## config.mk

```make
export PLATFORM = sky130hd
export DESIGN_NAME = trace_msg_encoder
export DESIGN_NICKNAME = d
export VERILOG_FILES = /design/src/rtl/trace_enc_pkg.sv /design/src/rtl/trace_icount.sv /design/src/rtl/trace_msg_pack.sv /design/src/rtl/trace_byte_queue.sv /design/src/rtl/trace_msg_encoder.sv
export SDC_FILE = /design/constraint.sdc
export NUM_CORES = 1
export LEC_CHECK = 0
export CORE_MARGIN = 4
export CORE_UTILIZATION = 50
export CTS_BUF_LIST = sky130_fd_sc_hd__clkbuf_16
export CTS_CLUSTER_DIAMETER = 200
export DETAILED_ROUTE_END_ITERATION = 10
export DONT_BUFFER_PORTS = 1
export GPL_TIMING_DRIVEN = 0
export PLACE_DENSITY = 0.67
export SYNTH_ARGS = -nofsm -noshare
export SYNTH_HDL_FRONTEND = slang
export SYNTH_SLANG_ARGS = --single-unit
```

## constraint.sdc

```tcl
create_clock -name clk -period 7.8 [get_ports clk]
set_clock_uncertainty 0.2 [all_clocks]
set_input_delay 0.39 -clock clk [delete_from_list [all_inputs] [get_ports clk]]
set_output_delay 0.39 -clock clk [all_outputs]
set_load 0.01 [all_outputs]
```

## src/rtl/trace_enc_pkg.sv

```systemverilog
package trace_enc_pkg;

    localparam int CNT_W      = 4;
    localparam int ADDR_BYTES = 4;
    localparam int TGT_W      = 8 * ADDR_BYTES;
    localparam int MAX_BYTES  = ADDR_BYTES + 2;
    localparam int VEC_W      = 3;

    localparam logic [7:0] ROLLOVER_BYTE = 8'hFF;

    typedef logic [7:0] byte_t;

    typedef enum logic [1:0] {
        EV_NONE     = 2'd0,
        EV_DIRECT   = 2'd1,
        EV_INDIRECT = 2'd2,
        EV_EXCEPT   = 2'd3
    } ev_kind_t;

    typedef struct packed {
        ev_kind_t              kind;
        logic                  chkpt;
        logic [VEC_W-1:0]      vec;
        logic [TGT_W-1:0]      target;
    } flow_event_t;

    // Exception wins over indirect, indirect over direct.
    function automatic flow_event_t decode_event(
        input logic             dir,
        input logic             ind,
        input logic             exc,
        input logic [VEC_W-1:0] vec,
        input logic             chk,
        input logic [TGT_W-1:0] tgt
    );
        flow_event_t e;
        e.vec    = vec;
        e.chkpt  = chk;
        e.target = tgt;
        if (exc)      e.kind = EV_EXCEPT;
        else if (ind) e.kind = EV_INDIRECT;
        else if (dir) e.kind = EV_DIRECT;
        else          e.kind = EV_NONE;
        return e;
    endfunction

    function automatic byte_t head_byte(
        input flow_event_t      e,
        input logic [CNT_W-1:0] cnt
    );
        byte_t b;
        case (e.kind)
            EV_EXCEPT:   b = {1'b0, e.vec, cnt};
            EV_DIRECT:   b = {1'b1, e.chkpt, 2'b00, cnt};
            EV_INDIRECT: b = {1'b1, e.chkpt, 2'b01, cnt};
            default:     b = 8'h00;
        endcase
        return b;
    endfunction

endpackage

```

## src/rtl/trace_icount.sv

```systemverilog
module trace_icount
    import trace_enc_pkg::*;
#(
    parameter int W = CNT_W
) (
    input  logic         clk,
    input  logic         rst,
    input  logic         accept,
    input  logic         retire,
    input  logic         event_any,
    output logic         roll,
    output logic [W-1:0] msg_cnt
);

    logic [W-1:0] cnt_q;
    logic [W:0]   sum;

    always_comb begin
        sum     = {1'b0, cnt_q} + {{W{1'b0}}, retire};
        roll    = sum[W];
        msg_cnt = roll ? '0 : sum[W-1:0];
    end

    always_ff @(posedge clk) begin
        if (rst) begin
            cnt_q <= '0;
        end else if (accept) begin
            if (event_any || roll) cnt_q <= '0;
            else                   cnt_q <= sum[W-1:0];
        end
    end

    // count restarts after any message
    a_r8_clear_after_msg: assert property (@(posedge clk) disable iff (rst)
        accept && event_any |=> cnt_q == '0);

    // rollover restarts count
    a_r6_roll_restart: assert property (@(posedge clk) disable iff (rst)
        accept && roll |=> cnt_q == '0);

    // a lone retirement advances the count by one
    a_r5_count_step: assert property (@(posedge clk) disable iff (rst)
        accept && retire && !event_any && !roll |=> cnt_q == $past(cnt_q) + 1'b1);

    // nothing is counted while stalled
    a_r9_frozen_when_stalled: assert property (@(posedge clk) disable iff (rst)
        !accept |=> $stable(cnt_q));

endmodule

```

## src/rtl/trace_msg_pack.sv

```systemverilog
module trace_msg_pack
    import trace_enc_pkg::*;
#(
    parameter int NADDR = ADDR_BYTES,
    parameter int NMAX  = NADDR + 2,
    localparam int LEN_W = $clog2(NMAX + 1)
) (
    input  logic                         roll,
    input  flow_event_t                  ev,
    input  logic [CNT_W-1:0]             msg_cnt,
    output logic [NMAX-1:0][7:0]         bytes,
    output logic [LEN_W-1:0]             len
);

    // group = message byte plus optional address bytes
    logic [NADDR:0][7:0] grp;
    logic [LEN_W-1:0]    grp_len;

    always_comb begin
        grp     = '0;
        grp_len = '0;
        if (ev.kind != EV_NONE) begin
            grp[0]  = head_byte(ev, msg_cnt);
            grp_len = LEN_W'(1);
            if (ev.kind == EV_INDIRECT) begin
                for (int a = 0; a < NADDR; a++) begin
                    grp[a+1] = ev.target[8*(NADDR-1-a) +: 8];
                end
                grp_len = LEN_W'(NADDR + 1);
            end
        end
    end

    always_comb begin
        bytes = '0;
        if (roll) begin
            bytes[0] = ROLLOVER_BYTE;
            for (int i = 0; i <= NADDR; i++) bytes[i+1] = grp[i];
            len = grp_len + LEN_W'(1);
        end else begin
            for (int i = 0; i <= NADDR; i++) bytes[i] = grp[i];
            len = grp_len;
        end
    end

endmodule

```

## src/rtl/trace_byte_queue.sv

```systemverilog
module trace_byte_queue #(
    parameter int DEPTH = 6,
    localparam int LEN_W = $clog2(DEPTH + 1)
) (
    input  logic                   clk,
    input  logic                   rst,
    input  logic                   load,
    input  logic [DEPTH-1:0][7:0]  load_bytes,
    input  logic [LEN_W-1:0]       load_len,
    input  logic                   out_ready,
    output logic                   out_valid,
    output logic [7:0]             out_byte,
    output logic                   busy
);

    logic [DEPTH-1:0][7:0] q;
    logic [LEN_W-1:0]      pend;
    logic                  pop;

    assign out_valid = (pend != '0);
    assign busy      = out_valid;
    assign out_byte  = q[0];
    assign pop       = out_valid && out_ready;

    always_ff @(posedge clk) begin
        if (rst) begin
            q    <= '0;
            pend <= '0;
        end else if (load) begin
            q    <= load_bytes;
            pend <= load_len;
        end else if (pop) begin
            for (int i = 0; i < DEPTH - 1; i++) q[i] <= q[i+1];
            q[DEPTH-1] <= '0;
            pend       <= pend - LEN_W'(1);
        end
    end

    // a message is only loaded into an empty queue
    a_r9_load_when_idle: assert property (@(posedge clk) disable iff (rst)
        load |-> pend == '0);

    // an offered byte is held until taken
    a_r9_hold_until_taken: assert property (@(posedge clk) disable iff (rst)
        out_valid && !out_ready |=> out_valid && $stable(out_byte));

    // every load carries at least one byte and fits the queue
    a_r4_load_len_ok: assert property (@(posedge clk) disable iff (rst)
        load |-> (load_len != '0) && (load_len <= LEN_W'(DEPTH)));

endmodule

```

## src/rtl/trace_msg_encoder.sv

```systemverilog
module trace_msg_encoder
    import trace_enc_pkg::*;
(
    input  logic              clk,
    input  logic              rst,
    input  logic              i_retire,
    input  logic              i_dir_branch,
    input  logic              i_ind_branch,
    input  logic [TGT_W-1:0]  i_ind_target,
    input  logic              i_exception,
    input  logic [VEC_W-1:0]  i_exc_vector,
    input  logic              i_checkpoint,
    output logic              o_stall,
    output logic              o_tb_valid,
    output logic [7:0]        o_tb_byte,
    input  logic              i_tb_ready
);

    localparam int LEN_W = $clog2(MAX_BYTES + 1);

    flow_event_t                ev;
    logic                       accept;
    logic                       event_any;
    logic                       roll;
    logic [CNT_W-1:0]           msg_cnt;
    logic [MAX_BYTES-1:0][7:0]  pk_bytes;
    logic [LEN_W-1:0]           pk_len;
    logic                       load;
    logic                       busy;

    assign ev = decode_event(i_dir_branch, i_ind_branch, i_exception,
                             i_exc_vector, i_checkpoint, i_ind_target);
    assign event_any = (ev.kind != EV_NONE);
    assign accept    = !busy;
    assign load      = accept && (event_any || roll);
    assign o_stall   = busy;

    trace_icount #(.W(CNT_W)) u_count (
        .clk       (clk),
        .rst       (rst),
        .accept    (accept),
        .retire    (i_retire),
        .event_any (event_any),
        .roll      (roll),
        .msg_cnt   (msg_cnt)
    );

    trace_msg_pack #(.NADDR(ADDR_BYTES), .NMAX(MAX_BYTES)) u_pack (
        .roll    (roll),
        .ev      (ev),
        .msg_cnt (msg_cnt),
        .bytes   (pk_bytes),
        .len     (pk_len)
    );

    trace_byte_queue #(.DEPTH(MAX_BYTES)) u_queue (
        .clk        (clk),
        .rst        (rst),
        .load       (load),
        .load_bytes (pk_bytes),
        .load_len   (pk_len),
        .out_ready  (i_tb_ready),
        .out_valid  (o_tb_valid),
        .out_byte   (o_tb_byte),
        .busy       (busy)
    );

    // any accepted message is offered on the next cycle with stall raised
    a_r9_stall_after_load: assert property (@(posedge clk) disable iff (rst)
        load |=> o_stall && o_tb_valid);

    // idle with nothing to send means no stall
    a_r1_no_stall_when_empty: assert property (@(posedge clk) disable iff (rst)
        !o_tb_valid |-> !o_stall);

endmodule

```

==> results.txt, run 1 <==
----------------------------------------------------
[Clocking]
  Hold-fix buffers, CTS ... 0
  H-tree depth ... 2
  CTS clock-pin slew for the worst setup and hold paths ... 70 ps
  Clock tree from TritonCTS ... built
  Number of instances resized during post-cts repair ... 0
  CTS Buf Count ... 5
  Setup repair bufs after CTS ... 0
  Clock root cell ... clkbuf_16
  CTS max path bufs ... 2
  Number of clock sinks ... 55
  Clock Latency Late Sink ... 290 ps

[Floorplanning]
  Initial Utilization ... 52.1%
  Die Outline Area ... 7100 um2
  Rows ... 27
  Die span in y ... 84.2 um
  Area of the core ... 5570 um2
  Width of the chip ... 84.2 um
  Number of placed I/O pins ... 53

[Pwr]
  Final Total Pwr ... 0.00127 W
  Worst ir drop on vdd ... 0.164 mV
  Standby leakage power ... 1.14 nW
  Ratio of total power to cell area ... 403 nW/um2

[Yosys]
  Synthesized Nets ... 398
  Register bit count reported by yosys ... 55
  Netlist area before placement ... 2910 um2
  Most instantiated cells after synthesis ... 55 x dfxtp_1, 54 x nand3_1, 28 x o221ai_1
  Library cell occupying the most area in the post-synthesis netlist ... dfxtp_1
  Number of distinct standard cells referenced by the synthesized netlist ... 39
  Dominant synthesized flop cell ... dfxtp_1
  Post-synth ARST share ... 0%
  Portion of synthesized cell area occupied by the leading cell type ... 37.9%
  Most numerous cell in the Yosys netlist ... dfxtp_1
  Post-Syn Area per Cell ... 8.45 um2
  Share of synthesized area occupied by flip-flops and latches ... 37.9%
  Instance count of the mapped netlist ... 344
  Synthesis warning total ... 0
  Dominant cells by area after synthesis ... dfxtp_1 38%, nand3_1 9.3%, o221ai_1 8.4%
  EDFF count, synth ... 0

[Routing]
  First drt pass iteration count ... 5
  Via/cell ratio ... 6.44
  Detailed-route via count ... 2730
  Post-route antenna net violation count ... 0
  DRC ... 0
  Total wire length ... 8.59 mm
  Wire length per cell ... 20.2 um
  Initial DRC count ... 189

[Timing]
  Maximum achievable frequency ... 0.280 GHz
  Worst Slack Setup Final ... 4230 ps
  Setup repair after global routing missed its margin ... false
  Final number of hold-violating endpoints ... 0
  Final setup violating endpoints ... 0
  Fin Setup TNS ... 0 ps
  Min Tclk post-route ... 3570 ps
  Final Cycle Share ... 45.8%
  Worst Tran Pin Value ... 644 ps
  Count of final max-slew check failures ... 0
  Slew margin rel. ... 57.1%

[Worst hold path]
  Hold WC Path Type ... in -> reg
  Cell count of the worst hold path ... 2

[Critical path]
  Setup Crit Path Kind ... reg -> reg
  Required time of the worst setup path ... 7740 ps
  Largest fanout of any net on the critical path ... 10
  Startpoint class of the critical path ... register
  Critical-path cell list ... ha_1 -> ha_1 -> nand3_1 -> buf_2 -> clkbuf_1 -> ha_1 -> buf_2 -> nor3b_4 -> buf_2 -> buf_1 -> a31oi_1
  Crit. End Element ... register
  Stage delay of the slowest cell on the critical path ... 470 ps
  Crit-path slowest cell ... buf_1
  Arr. time, crit path ... 3520 ps
  Number of cells on the worst reg-to-reg path ... 11

[Place]
  Count of buffers from port buffering ... 0
  Pre-CTS WS ... 4220 ps
  Last weighted congestion value of the routability-driven placer ... 0.866
  Sum of net half-perimeters after detailed placement ... 6.26 mm

[Finish]
  Share of cells above drive strength 1 ... 11.4%
  Count of antenna diodes in the layout ... 0
  Number of inserted filler cells in the final layout ... 550
  Multi-input gate area in the final layout ... 1510 um2
  Storage element area ... 1100 um2
  Number of nets in the finished design ... 405
  Final Util ... 56.8%
  Synthesis-to-layout area growth ... 8.87%

[Global route]
  Global-route usage over all layers ... 24.4%
  Maximum number of pins on one net before global-route repair ... 18
  Antenna violations before repair ... 0
  Global-route wire length before repair ... 13.9 mm
  Grt ovf ... 0
  Number of global-route vias before repair ... 2620

[Job]
  Number of violations of the max-capacitance limit ... 0

[Status]
  Run status ... finished clean

----------------------------------------------------
==> cell families after synthesis <==
family / count (synthesis) / synth area share (%)
multiplexers: 4 / 1.38
AO/OA/AOI/OAI: 109 / 26.6
AND/OR/NAND/NOR: 108 / 18.3
buffers and inverters: 54 / 10.2
adder cells (fa/ha/maj): 11 / 4.74
flip-flops: 55 / 37.9
XOR/XNOR: 3 / 0.904
==> layout by cell type (no fill, tap or decap), drive strengths merged, types with 4 or more instances in the layout <==
cell type	synthesis	routed
nand2	16	16
nor2	25	25
a21oi	16	16
mux2i	4	4
a22oi	8	8
a311oi	4	4
a31oi	27	27
nand3	54	54
ha	11	11
a211oi	6	6
buf	27	27
o221ai	28	28
clkbuf	17	22
inv	10	11
dfxtp	55	55
a21o	4	4
o21ai	9	9
==> registers in the layout (all words and copies together) (netlist names) <==
register	flops
u_queue.q	40
u_queue.out_byte	8
u_count.cnt_q	4
u_queue.pend	3
==> worst paths after layout <==
| check | start | to | slack (ps) |
|---|---|---|---|
| setup reg to reg | u_count.cnt_q[0]$_SDFFE_PP0N_ | u_queue.q[33]$_SDFFE_PP0P_ | 4230 |
| hold / removal | i_ind_target[31] | u_queue.q[15]$_SDFFE_PP0P_ | 50 |
| setup / recovery | u_count.cnt_q[0]$_SDFFE_PP0N_ | u_queue.q[33]$_SDFFE_PP0P_ | 4230 |
| hold reg to reg | u_queue.out_byte[4]$_SDFFE_PP0P_ | u_queue.out_byte[4]$_SDFFE_PP0P_ | 260 |
==> report_power, final <==
group | leakage [nW] | internal (W) | total, W | switching, W
combinational | 0.607 | 0.000235 | 0.000578 | 0.000343
clock | 0.0818 | 0.000152 | 0.000256 | 0.000104
sequential | 0.451 | 0.000381 | 0.000441 | 0.0000597
==> critical path: cells and delay by family, from the launching register on <==
family          cells  cell delay, ps
simple gates        2             540
fa+ha+maj           3             710
compound gates      1             160
buf+inv             5            1460
flops               1             340
==> layout make-up <==
class,count,share of cell area (%)
multi-input combinational,235,47.7
clock inverter,3,1.34
clock buffer,5,3.95
sequential,55,34.8
inverter,10,1.19
buffer,44,8.19
tap,72,2.85
==> through the flow <==
step,instance area (um2),hold WS [ps],std cells
after floorplan,2910,236,344
after global placement,3000,241,416
after detailed placement,3000,257,416
after CTS,3160,47.5,424
after global routing,3160,55.1,424
final,3160,46.5,424
==> metal layers <==
| metal | vias to the layer above | track usage (%) | part of all wire (%) | wire, um |
|---|---|---|---|---|
| li1 | 1301 | - | - | - |
| met2 | 110 | 38.8 | 45 | 3830 |
| met3 | 13 | 6.28 | 8.9 | 762 |
| met1 | 1306 | 33.5 | 45 | 3870 |
| met4 | 0 | 4.82 | 1.4 | 119 |
| met5 | - | 0 | 0 | 0 |
(Power assumes the default switching activity.)
==> inputs of run 2 (changes only) <==
ABC_AREA = 1   (was not set)
clock period = 3.3 ns   (was 7.8 ns; I/O delays follow)
==> results.txt, run 2 <==
----------------------------------------------------
[Routing]
  Via/cell ratio ... 5.72 (-11%)
  Wire length per cell ... 16.3 um (-19%)
  Highest routing layer actually used ... met4
  Total wire length ... 9.77 mm (+14%)
  First drt pass iteration count ... 5 (unchanged)
  Post-route antenna net violation count ... 0 (unchanged)
  Initial DRC count ... 220 (+16%)
  Detailed-route via count ... 3422 (+25%)
  Routed length on met3 ... 557 um (-27%)
  DR WL met2 ... 4.72 mm (+23%)
  DRC ... 0 (unchanged)
  Wire length the detailed router placed on met1 ... 4.23 mm (+9.2%)

[Floorplanning]
  Width of the chip ... 87.6 um (+3.9%)
  Die Outline Area ... 7670 um2 (+8.0%)
  Number of placed I/O pins ... 53 (unchanged)
  Area of the core ... 6030 um2 (+8.1%)
  Initial Utilization ... 52.5% (+0.37 points)
  Die span in y ... 87.6 um (+3.9%)
  Rows ... 28 (+3.7%)

[Place]
  Sum of net half-perimeters after detailed placement ... 6.81 mm (+8.9%)
  Last weighted congestion value of the routability-driven placer ... 0.837 (-3.2%)
  Count of buffers from port buffering ... 0 (unchanged)

[Finish]
  Number of nets in the finished design ... 576 (+42%)
  Count of antenna diodes in the layout ... 0 (unchanged)
  Flip-flop count of the largest register after layout ... 40 (unchanged)
  Most common library cell in the layout ignoring fill and taps ... nand2_1
  Synthesis-to-layout area growth ... 20.5%
  Number of inserted filler cells in the final layout ... 601 (+9.3%)
  Most used cells in the layout excluding fill and tap cells ... 131 x nand2_1, 87 x o21ai_0, 55 x dfxtp_1, 53 x a21oi_1, 39 x dlygate4sd3_1
  Storage element area ... 1100 um2 (unchanged)
  Share of cells above drive strength 1 ... 9.75% (-1.6 points)
  Multi-input gate area in the final layout ... 1760 um2 (+16%)
  Register with the most flip-flops ... u_queue.q

[Yosys]
  Library cell occupying the most area in the post-synthesis netlist ... dfxtp_1
  Dominant cells by area after synthesis ... dfxtp_1 35%, nand2_1 16%, o21ai_0 14%
  Most numerous cell in the Yosys netlist ... nand2_1
  Instance count of the mapped netlist ... 476 (+38%)
  Synthesis warning total ... 0 (unchanged)
  Synthesized Nets ... 530 (+33%)
  Post-Syn Area per Cell ... 6.65 um2 (-21%)
  Post-synth ARST share ... 0% (unchanged)
  Number of distinct standard cells referenced by the synthesized netlist ... 21 (-46%)
  Portion of synthesized cell area occupied by the leading cell type ... 34.8% (-3.1 points)
  EDFF count, synth ... 0 (unchanged)
  Dominant synthesized flop cell ... dfxtp_1
  Share of synthesized area occupied by flip-flops and latches ... 34.8% (-3.1 points)
  Netlist area before placement ... 3160 um2 (+8.9%)
  Most instantiated cells after synthesis ... 131 x nand2_1, 87 x o21ai_0, 55 x dfxtp_1
  Register bit count reported by yosys ... 55 (unchanged)

[Critical path]
  Required time of the worst setup path ... 3330 ps (-4410 ps)
  Startpoint class of the critical path ... input pin
  Arr. time, crit path ... 3140 ps (-380 ps)
  Setup Crit Path Kind ... in -> reg
  Largest fanout of any net on the critical path ... 10 (unchanged)
  Crit. End Element ... register

[Timing]
  Count of final max-slew check failures ... 0 (unchanged)
  Worst Tran Pin Value ... 532 ps (-112 ps)
  Final setup violating endpoints ... 0 (unchanged)
  Final number of hold-violating endpoints ... 0 (unchanged)
  Setup repair after global routing missed its margin ... false
  Min Tclk post-route ... 3110 ps
  Fin Setup TNS ... 0 ps (unchanged)
  Final Cycle Share ... 94.4%
  Maximum achievable frequency ... 0.321 GHz
  Slew margin rel. ... 64.5% (+7.4 points)

[Job]
  Number of violations of the max-capacitance limit ... 0 (unchanged)

[Clocking]
  Clock Latency Late Sink ... 290 ps (about the same)
  H-tree depth ... 2 (unchanged)
  Clock tree from TritonCTS ... built
  Number of clock sinks ... 55 (unchanged)
  CTS clock-pin slew for the worst setup and hold paths ... 70 ps (about the same)
  Setup repair bufs after CTS ... 0 (unchanged)
  CTS Buf Count ... 5 (unchanged)
  CTS max path bufs ... 2 (unchanged)
  Clock root cell ... clkbuf_16

[Pwr]
  Worst ir drop on vdd ... 0.339 mV (+110%)
  Ratio of total power to cell area ... 788 nW/um2 (+96%)
  Final Total Pwr ... 0.00301 W (+140%)
  Standby leakage power ... 1.57 nW (+38%)

[Worst hold path]
  Hold WC Path Type ... in -> reg

[Global route]
  Global-route usage over all layers ... 26.2% (+1.8 points)
  Grt ovf ... 0 (unchanged)
  Antenna violations before repair ... 0 (unchanged)
  Global-route wire length before repair ... 15.7 mm (+13%)
  Maximum number of pins on one net before global-route repair ... 17 (-1)
  Number of global-route vias before repair ... 3269 (+25%)

[Status]
  Run status ... finished clean

----------------------------------------------------
-- run 2: layer usage --
| layer | up-vias | track usage (%) |
|---|---|---|
| met5 | - | 0 |
| met4 | 0 | 10.0 |
| met3 | 21 | 3.10 |
| met2 | 142 | 45.8 |
| met1 | 1593 | 32.8 |
| li1 | 1666 | - |
-- run 2: cell families after synthesis --
group / after synthesis / share of synthesized area, %
simple gates: 209 / 28.4
fa+ha+maj: 11 / 4.35
xor+xnor: 2 / 0.554
flops: 55 / 34.8
buf+inv: 59 / 9.73
compound gates: 140 / 22.1
-- run 2: metrics by stage --
step | utilization [%] | hold WS [ps] | area [um2] | setup slack [ps] | cells
floorplan | - | 124 | 3160 | 1010 | 476
global placement | 54.1 | 135 | 3260 | 596 | 551
detailed placement | 54.1 | 136 | 3260 | 558 | 551
CTS | 63.3 | 24.8 | 3810 | 207 | 598
global route | 63.3 | 54.7 | 3810 | 5.64 | 598
finish | 63.3 | 34.4 | 3810 | 186 | 598
-- run 2: path summary, 6_finish.rpt --
kind / slack [ps] / start / depth (start not counted) / to
setup / recovery: 190 / i_retire / 14 / u_queue.q[31]$_SDFFE_PP0P_
setup reg to reg: 270 / u_count.cnt_q[0]$_SDFFE_PP0N_ / 13 / u_queue.q[31]$_SDFFE_PP0P_
hold / removal: 30 / rst / 2 / u_queue.q[44]$_SDFFE_PP0P_
hold reg to reg: 270 / u_queue.q[44]$_SDFFE_PP0P_ / 2 / u_queue.q[44]$_SDFFE_PP0P_
-- run 2: layout make-up --
type,count,share of cell area (%)
repair buffers,39,10.2
clock inverters,3,1.02
well taps,75,2.46
multi-input cells,362,46.0
inverters,17,1.67
clock buffers,5,3.28
plain buffers,42,6.40
flip-flops and latches,55,28.9
-- run 2: critical path, stage by stage --
cell	delay, ps
dlygate4sd3_1	540
ha_1	170
ha_1	160
nand2_1	110
inv_2	70
nand2_1	90
buf_2	210
ha_1	250
nor2_4	170
buf_6	160
buf_2	240
nand3_1	110
dlygate4sd3_1	570
a21oi_1	120
-- run 2: report_power, final --
part	internal, W	total [W]	switching, W
sequential	0.000916	0.00104	0.000121
clock	0.000355	0.000606	0.000251
combinational	0.000493	0.00136	0.000870
total	0.00176	0.00301	0.00124
-- run 2: repair_timing --
| item | in CTS | in global routing |
|---|---|---|
| gates resized for setup | 0 | 0 |
| endpoints found under the setup margin | 0 | 0 |
| hold buffers | 39 | 0 |
| hold endpoints to repair | 42 | 0 |
==> inputs of run 3 (changes only) <==
ABC_AREA = not set   (was 1)
CELL_PAD_IN_SITES_DETAIL_PLACEMENT = 2   (was not set)
CELL_PAD_IN_SITES_GLOBAL_PLACEMENT = 2   (was not set)
CORE_UTILIZATION = 37   (was 50)
PLACE_DENSITY = 0.8   (was 0.67)
==> results.txt, run 3 (same netlist as run 1, synthesis figures left out) <==
----------------------------------------------------
[Critical path]
  Crit. End Element ... register
  Setup Crit Path Kind ... reg -> reg
  Critical-path cell list ... ha_1 -> ha_2 -> nand3_2 -> buf_6 -> clkbuf_4 -> ha_1 -> buf_2 -> nor3b_4 -> buf_4 -> nand2_1 -> a31oi_1 -> o32ai_1
  Arr. time, crit path ... 3190 ps (+50 ps)
  Flop2flop setup slack ... 70 ps (-200 ps)
  Stage delay of the slowest cell on the critical path ... 340 ps (-230 ps)
  Cell occurring most often along the worst timing path ... ha_1
  Required time of the worst setup path ... 3260 ps (-70 ps)
  Number of cells on the worst reg-to-reg path ... 12 (-1)
  Startpoint class of the critical path ... register
  Largest fanout of any net on the critical path ... 10 (unchanged)
  Crit-path slowest cell ... nor3b_4

[Finish]
  Most used cells in the layout excluding fill and tap cells ... 55 x dfxtp_1, 53 x nand3_1, 35 x dlygate4sd3_1, 28 x o221ai_1, 27 x a31oi_1
  Number of inserted filler cells in the final layout ... 859 (+43%)
  Most common library cell in the layout ignoring fill and taps ... dfxtp_1
  Share of cells above drive strength 1 ... 12.8% (+3.0 points)
  Register with the most flip-flops ... u_queue.q
  Final Util ... 47.0% (-16 points)
  Synthesis-to-layout area growth ... 24.3%
  Flip-flop count of the largest register after layout ... 40 (unchanged)
  Number of nets in the finished design ... 444 (-23%)

[Timing]
  Final Cycle Share ... 97.8% (+3.4 points)
  Final setup violating endpoints ... 0 (unchanged)
  Maximum achievable frequency ... 0.310 GHz (-3.5%)
  Slew margin rel. ... 56.8% (-7.8 points)
  Final number of hold-violating endpoints ... 0 (unchanged)
  Min Tclk post-route ... 3230 ps (+112 ps)
  Fin Setup TNS ... 0 ps (unchanged)
  Count of final max-slew check failures ... 0 (unchanged)
  Worst Tran Pin Value ... 649 ps (+117 ps)

[Pwr]
  Switching power total ... 0.00144 W (+16%)
  Ratio of total power to cell area ... 922 nW/um2 (+17%)
  Net Sw Frac ... 43.1% (+1.8 points)
  Combinational cell fraction of total power ... 48.8% (+3.5 points)
  Worst ir drop on vdd ... 0.402 mV (+19%)
  Clock share of power ... 19.0% (-1.2 points)
  Reg power frac ... 32.2% (-2.3 points)
  Standby leakage power ... 1.32 nW (-16%)
  Int Power ... 0.00189 W (+7.4%)

[Clocking]
  CTS Buf Count ... 5 (unchanged)
  Clock Latency Late Sink ... 310 ps (+20 ps)
  Clock tree from TritonCTS ... built
  CTS max path bufs ... 2 (unchanged)
  CTS clock-pin slew for the worst setup and hold paths ... 70 ps (about the same)
  H-tree depth ... 2 (unchanged)
  Number of clock sinks ... 55 (unchanged)
  Clock root cell ... clkbuf_16

[Place]
  Sum of net half-perimeters after detailed placement ... 7.79 mm (+14%)
  Last weighted congestion value of the routability-driven placer ... 0.770 (-8.1%)
  Count of buffers from port buffering ... 0 (unchanged)

[Global route]
  Global-route usage over all layers ... 26.8% (+0.59 points)
  Maximum number of pins on one net before global-route repair ... 18 (+1)
  Global-route wire length before repair ... 19.7 mm (+25%)
  Met1 demand-to-capacity share in global routing ... 32.2% (-0.56 points)
  Peak-usage layer in the global routing report ... met2
  Number of global-route vias before repair ... 3425 (+4.8%)
  Grt ovf ... 0 (unchanged)
  Met2 capacity usage during global routing ... 46.1% (+0.25 points)
  Antenna violations before repair ... 1 (+1)
  Global-route track usage on met3 ... 4.76% (+1.7 points)

[Floorplanning]
  Rows ... 32 (+14%)
  Initial Utilization ... 37.8% (-15 points)
  Number of placed I/O pins ... 53 (unchanged)
  Area of the core ... 7690 um2 (+28%)
  Die span in y ... 96.6 um (+10%)
  Die Outline Area ... 9340 um2 (+22%)
  Width of the chip ... 96.6 um (+10%)

[Routing]
  DRC ... 0 (unchanged)
  Post-route antenna net violation count ... 0 (unchanged)
  First drt pass iteration count ... 5 (unchanged)
  Via/cell ratio ... 6.42 (+12%)
  Initial DRC count ... 223 (+1.4%)
  Total wire length ... 13.1 mm (+34%)
  Detailed-route via count ... 3172 (-7.3%)
  Wire length per cell ... 26.4 um (+62%)

[Job]
  Number of violations of the max-capacitance limit ... 0 (unchanged)

[Worst hold path]
  Hold WC Path Type ... in -> reg
  Cell count of the worst hold path ... 3 (+1)

[Status]
  Run status ... finished clean

----------------------------------------------------
-- run 3: what timing repair did --
action / in CTS / in global routing
hold endpoints to repair: 40 / 0
hold buffers: 35 / 0
setup buffers: 3 / 1
pin swaps: 1 / 1
resized for setup: 3 / 9
setup endpoints to repair: 40 / 46
-- run 3: worst max-delay path: cells and delay by family (launching register included) --
family | cells | cell delay, ps
AND/OR/NAND/NOR | 3 | 670
buffers and inverters | 4 | 780
AO/OA/AOI/OAI | 2 | 460
flip-flops | 1 | 330
adder cells (fa/ha/maj) | 3 | 640
-- run 3: metal layers --
layer | vias up | wire length [um]
met1 | 1616 | 5210
met2 | 127 | 6600
met5 | - | 0
met3 | 38 | 717
met4 | 0 | 524
li1 | 1391 | -
-- run 3: through the flow --
stage	cell area, um2	hold WS (ps)	power, W	setup WS (ps)	std cells
after floorplan	2910	113	0.00207	599	344
after global placement	3030	114	0.00243	-226	446
after detailed placement	3030	126	0.00249	-255	446
after CTS	3580	18.7	0.00320	60.8	492
after global routing	3610	61.1	0.00349	-57.3	494
final	3610	30.1	0.00333	74.0	494
-- run 3: power groups by stage --
stage,Sequential (W),Clock [W],Combinational (W)
detailed placement,0.00107,0,0.00142
global placement,0.00105,0,0.00138
floorplan,0.00100,0,0.00106
CTS,0.00105,0.000629,0.00152
global route,0.00109,0.000659,0.00174
finish,0.00107,0.000633,0.00163
-- run 3: path summary, 6_finish.rpt --
path                                 endpoint                              from
min             u_count.cnt_q[0]$_SDFFE_PP0N_                          i_retire
max          u_queue.out_byte[5]$_SDFFE_PP0P_     u_count.cnt_q[0]$_SDFFE_PP0N_
max reg2reg  u_queue.out_byte[5]$_SDFFE_PP0P_     u_count.cnt_q[0]$_SDFFE_PP0N_
min reg2reg  u_queue.out_byte[6]$_SDFFE_PP0P_  u_queue.out_byte[6]$_SDFFE_PP0P_
-- run 3: cell type report --
type                            count  area (um2)  share of cell area [%]
Clock inverter                      3        42.5                    1.18
Timing Repair Buffer               39         380                    10.5
Tap cell                          102         128                    3.53
Antenna cell                        1        2.50                  0.0693
Inverter                           10        37.5                    1.04
Clock buffer                        5         125                    3.46
Sequential cell                    55        1100                    30.5
Multi-Input combinational cell    235        1520                    42.1
Buffer                             44         274                    7.58
